[src/rtl/ramp_adc_pkg.sv]
package ramp_adc_pkg;

   typedef enum logic [1:0] {
      DEC_WAIT = 2'd0,
      DEC_STEP = 2'd1,
      DEC_STOP = 2'd2,
      DEC_FULL = 2'd3
   } ramp_dec_e;

   function automatic int unsigned step_cycles(input int unsigned sync_stages,
                                               input int unsigned dac_lat);
      return sync_stages + dac_lat + 1;
   endfunction

endpackage

[src/rtl/ramp_sync.sv]
module ramp_sync #(
   parameter int unsigned STAGES = 2
) (
   input  logic clk,
   input  logic rst_n,
   input  logic d,
   output logic q
);
   generate
      if (STAGES < 2) begin : g_bad
         $error("ramp_sync: STAGES must be at least 2");
      end
   endgenerate

   logic [STAGES-1:0] chain;

   generate
      for (genvar i = 0; i < STAGES; i++) begin : g_stage
         always_ff @(posedge clk or negedge rst_n) begin
            if (!rst_n) chain[i] <= 1'b0;
            else if (i == 0) chain[i] <= d;
            else chain[i] <= chain[(i == 0) ? 0 : i-1];
         end
      end
   endgenerate

   assign q = chain[STAGES-1];
endmodule

[src/rtl/ramp_settle_timer.sv]
module ramp_settle_timer #(
   parameter int unsigned WAIT = 2
) (
   input  logic clk,
   input  logic rst_n,
   input  logic restart,
   output logic expired
);
   localparam int unsigned TW = (WAIT < 1) ? 1 : $clog2(WAIT + 1);
   localparam logic [TW-1:0] LOAD = TW'(WAIT);

   generate
      if (WAIT < 1) begin : g_bad
         $error("ramp_settle_timer: WAIT must be at least 1");
      end
   endgenerate

   logic [TW-1:0] cnt;

   always_ff @(posedge clk or negedge rst_n) begin
      if (!rst_n) cnt <= LOAD;
      else if (restart) cnt <= LOAD;
      else if (cnt != '0) cnt <= cnt - 1'b1;
   end

   assign expired = (cnt == '0);

   p_timer_reload_r3: assert property (@(posedge clk) disable iff (!rst_n)
      restart |=> (cnt == LOAD));
endmodule

[src/rtl/ramp_step_counter.sv]
module ramp_step_counter #(
   parameter int unsigned CODE_W = 8
) (
   input  logic              clk,
   input  logic              rst_n,
   input  logic              inc,
   input  logic              clr,
   output logic [CODE_W-1:0] code,
   output logic              at_max
);
   localparam logic [CODE_W-1:0] MAX_CODE = {CODE_W{1'b1}};

   always_ff @(posedge clk or negedge rst_n) begin
      if (!rst_n) code <= '0;
      else if (clr) code <= '0;
      else if (inc && code != MAX_CODE) code <= code + 1'b1;
   end

   assign at_max = (code == MAX_CODE);

   p_code_step_r2: assert property (@(posedge clk) disable iff (!rst_n)
      (code != $past(code)) |-> (code == '0 || code == $past(code) + 1'b1));

   p_no_wrap_r7: assert property (@(posedge clk) disable iff (!rst_n)
      (code == MAX_CODE) |=> (code == MAX_CODE || code == '0));
endmodule

[src/rtl/ramp_result_latch.sv]
module ramp_result_latch #(
   parameter int unsigned CODE_W = 8
) (
   input  logic              clk,
   input  logic              rst_n,
   input  logic              load,
   input  logic [CODE_W-1:0] d,
   output logic [CODE_W-1:0] q,
   output logic              strobe
);
   always_ff @(posedge clk or negedge rst_n) begin
      if (!rst_n) begin
         q      <= '0;
         strobe <= 1'b0;
      end else begin
         strobe <= load;
         if (load) q <= d;
      end
   end

   p_result_hold_r5: assert property (@(posedge clk) disable iff (!rst_n)
      !strobe |-> (q == $past(q)));

   p_done_pulse_r6: assert property (@(posedge clk) disable iff (!rst_n)
      strobe |=> !strobe);
endmodule

[src/rtl/ramp_adc_ctrl.sv]
module ramp_adc_ctrl
   import ramp_adc_pkg::*;
#(
   parameter int unsigned CODE_W      = 8,
   parameter int unsigned SYNC_STAGES = 2,
   parameter int unsigned DAC_LAT_CYC = 0
) (
   input  logic              clk,
   input  logic              rst_n,
   input  logic              comp_in,
   output logic [CODE_W-1:0] dac_code,
   output logic [CODE_W-1:0] result,
   output logic              done
);
   localparam int unsigned STEP_CYC = step_cycles(SYNC_STAGES, DAC_LAT_CYC);
   localparam int unsigned WAIT     = STEP_CYC - 1;

   generate
      if (CODE_W < 1 || CODE_W > 24) begin : g_bad_w
         $error("ramp_adc_ctrl: CODE_W out of range 1..24");
      end
      if (SYNC_STAGES < 2) begin : g_bad_s
         $error("ramp_adc_ctrl: SYNC_STAGES must be at least 2");
      end
   endgenerate

   logic      comp_s;
   logic      settled;
   logic      at_max;
   logic      code_inc;
   logic      code_clr;
   ramp_dec_e dec;

   ramp_sync #(.STAGES(SYNC_STAGES)) u_sync (
      .clk  (clk),
      .rst_n(rst_n),
      .d    (comp_in),
      .q    (comp_s)
   );

   ramp_settle_timer #(.WAIT(WAIT)) u_timer (
      .clk    (clk),
      .rst_n  (rst_n),
      .restart(settled),
      .expired(settled)
   );

   always_comb begin
      if (!settled)     dec = DEC_WAIT;
      else if (!comp_s) dec = DEC_STOP;
      else if (at_max)  dec = DEC_FULL;
      else              dec = DEC_STEP;
   end

   assign code_inc = (dec == DEC_STEP);
   assign code_clr = (dec == DEC_STOP) || (dec == DEC_FULL);

   ramp_step_counter #(.CODE_W(CODE_W)) u_count (
      .clk   (clk),
      .rst_n (rst_n),
      .inc   (code_inc),
      .clr   (code_clr),
      .code  (dac_code),
      .at_max(at_max)
   );

   ramp_result_latch #(.CODE_W(CODE_W)) u_latch (
      .clk   (clk),
      .rst_n (rst_n),
      .load  (code_clr),
      .d     (dac_code),
      .q     (result),
      .strobe(done)
   );

   p_restart_zero_r4: assert property (@(posedge clk) disable iff (!rst_n)
      done |-> (dac_code == '0));

   p_step_spacing_r3: assert property (@(posedge clk) disable iff (!rst_n)
      (dac_code != $past(dac_code)) |-> $past(settled));

   p_full_scale_r7: assert property (@(posedge clk) disable iff (!rst_n)
      (settled && comp_s && at_max) |=> (done && result == {CODE_W{1'b1}}));
endmodule

[config.mk]
export PLATFORM = sky130hd
export DESIGN_NAME = ramp_adc_ctrl
export DESIGN_NICKNAME = d
export VERILOG_FILES = /design/src/rtl/ramp_adc_pkg.sv /design/src/rtl/ramp_sync.sv /design/src/rtl/ramp_settle_timer.sv /design/src/rtl/ramp_step_counter.sv /design/src/rtl/ramp_result_latch.sv /design/src/rtl/ramp_adc_ctrl.sv
export SDC_FILE = /design/constraint.sdc
export NUM_CORES = 1
export LEC_CHECK = 0
export CORE_UTILIZATION = 48
export DETAILED_ROUTE_END_ITERATION = 10
export PLACE_DENSITY = 0.76
export SLEW_MARGIN = 15
export SYNTH_ARGS = -nofsm -noshare
export SYNTH_HDL_FRONTEND = slang
export SYNTH_SLANG_ARGS = --single-unit
[constraint.sdc]
create_clock -name clk -period 1.9 [get_ports clk]
set_input_delay 0.38 -clock clk [delete_from_list [all_inputs] [get_ports clk]]
set_output_delay 0.38 -clock clk [all_outputs]
set_load 0.1 [all_outputs]
==> results.md <==
- Hold_sp: u_sync.chain[0]$_DFF_PN0_
- Final WL: 1490 um
- Asr flop ratio synth: 100%
- Port Buf Inserts: 19
- Ports: 20
- H-Tree Depth: 1
- Fin. Hold Viols: 0
- Vias: 589
- Worst setup startpoint: u_count.code[0]$_DFFE_PN0P_
- Drc violations: 0
- Final Non-Filler Cells: 117
- Clock Tree Root: clkbuf_4
- Post-synth top area cell: dfrtp_1
- Netlist Area Pre-Place: 941 sq um
- Crit end category: flip-flop
- Pwr dens: 714 mW/mm^2
- Avg WL per Cell: 12.8 um
- First-pass GRT wire length: 2420 um
- Placed insts: 113
- Startpoint Class: flip-flop
- Worst setup path category: flip-flop to flip-flop
- Vias/cell: 5.03
- GRT Residual Overflow: 0
- Post-CTS Setup Bufs: 0
- Syn Nets: 79
- Clock-pin slew on the worst setup and hold paths: 0.11 ns
- Full die area: 0.00214 sq mm
- Core Region: 0.00178 sq mm
- Worst-case clock buffer depth: 2
- Fin crit period: 1.77 ns
- Initial DRC count: 1
- Seq cells post-synth: 21
- Die width: 46.3 um
- Initial antenna violation count: 0
- Worst-path fanout max: 15
- Worst skew pair latency: 0.30 ns
- GPL Wtd Cong: 0.785
- Commonest non-fill, non-tap cell in the layout: dfrtp_1
- Resized Gates After CTS: 0
- Detailed Place HPWL: 1090 um
- Count of final setup violators: 0
- Gr usage total: 16.8%
- Period utilisation layout: 93.2%
- Post-synthesis cell count: 72
- Unrepaired setup endpoints after global routing: false
- Antenna Diode Count: 0
- Max-slew violation count: 0
- Initial Utilization: 52.8%
- Fin Hold WS: 0.361 ns
- Worst Slack Setup Final: 0.130 ns
- Data arrival, critical path: 1.97 ns
- Layout area overhead: 32.4%
- Prevailing post-synth register cell: dfrtp_1
- Area share of the largest cell type after synthesis: 53.2%
- Worst r2r src: u_count.code[0]$_DFFE_PN0P_
- Largest net degree at the start of global routing: 22
- Syn_area_per_cell: 13.1 sq um
- Commonest non-fill, non-tap cells in the layout: dfrtp_1, buf_12, buf_4
- Setup Total Neg Slack: 0 ns
- VDD IR max: 607 uV
- Die Y-Extent: 46.3 um
- Hold/Removal Path Class: flip-flop to flip-flop
- Ys Warns: 0
- Worst-margin pin slew: 0.437 ns
- Vias in the first global route: 529
- Final net count: 100
- Max_cap viols: 0
- Top post-synthesis cells by area: dfrtp_1, mux2_4, ha_1
- TritonCTS clock tree: done
- Leak pwr: 0.554 nW
- Post-route ant nets: 0
- Status: completed
- Worst path required time: 2.10 ns
- Layout cells sized above 1: 43.5%
- EDFF count, synth: 0
- Clock sinks: 21
- Relative slew slack: 70.8%
- CTS buffer count: 3
- Hold buffers post-CTS: 0
- Max Fclk: 565 MHz
- Library cells used by synthesis: 28
- Pre-CTS setup slack: 0.135 ns
- Clock Skew: 0.00292 ns
- Initial DRT Pass Iterations: 3
- Num rows: 15
- Sequential area share after synthesis: 56.0%
- Post-route core utilization: 69.9%
[final cells by class]
cell class              count  area, sq um
fillers                   134          537
inverters                   4         15.0
multi-input cells          43          364
well taps                  25         31.3
clock buffers               4         26.3
repair buffers             20          268
flip-flops and latches     21          542
[registers in the layout, indices dropped and copies added, names as in the netlist]
register and count:
u_timer.cnt 2, u_count.code 8, u_sync.chain 1, u_sync.q 1
u_latch.strobe 1, u_latch.q 8
[logic make-up (layout without fill, tap and decap cells)]
group / Yosys count / in the layout / share of synthesized area, %
DFF: 21 / 21 / 56.0
and+or+nand+nor: 15 / 15 / 9.04
AOI/OAI and AO/OA: 12 / 12 / 9.31
muxes: 9 / 9 / 12.2
buffers and inverters: 8 / 28 / 5.32
adders and majority gates: 4 / 4 / 5.32
xor gates and xnor gates: 3 / 3 / 2.79
[power by group]
| group | total (mW) | internal, mW | switching, mW |
|---|---|---|---|
| logic | 0.193 | 0.0539 | 0.139 |
| clock network | 0.211 | 0.0820 | 0.129 |
| registers | 0.486 | 0.467 | 0.0189 |
[critical path: stages (launching register included)]
cell and delay (ns):
dfrtp_4 0.47, ha_1 0.23, nand4_1 0.16, o21bai_4 0.40, mux2_2 0.39
[cells in the mapped netlist (all sizes together) (2+ instances only)]
master	count
nand4	4
a21oi	4
buf	4
inv	4
nand2b	2
o21ai	3
mux2	8
nor2	2
o2bb2ai	2
ha	4
nand2	3
xnor2	2
dfrtp	20
[final timing paths]
| check | depth (start not counted) | end | slack (ns) |
|---|---|---|---|
| worst max-delay path | 4 | u_latch.q[2]$_DFFE_PN0P_ | 0.13 |
| worst min-delay path | 0 | u_sync.q$_DFF_PN0_ | 0.36 |
| worst max register to register | 4 | u_latch.q[2]$_DFFE_PN0P_ | 0.13 |
| worst min register to register | 0 | u_sync.q$_DFF_PN0_ | 0.36 |
| max in group asynchronous | 2 | u_timer.cnt[1]$_DFF_PN1_ | 1.22 |
| min in group asynchronous | 2 | u_count.code[1]$_DFFE_PN0P_ | 0.41 |
[per-layer routing]
layer / part of all wire (%) / routed length, um / global-route usage (%)
met5: 0 / 0 / 0
met4: 2.6 / 39 / 10.6
met3: 3.8 / 57 / 3.53
met2: 44 / 657 / 25.4
met1: 49 / 738 / 21.9
[stage by stage]
stage / total power [mW] / area [sq um]
global route: 0.921 / 1250
global placement: 0.688 / 1220
CTS: 0.898 / 1250
detailed placement: 0.690 / 1220
finish: 0.890 / 1250
floorplan: 0.625 / 956
Note: power is estimated with default switching activity, not from simulation.
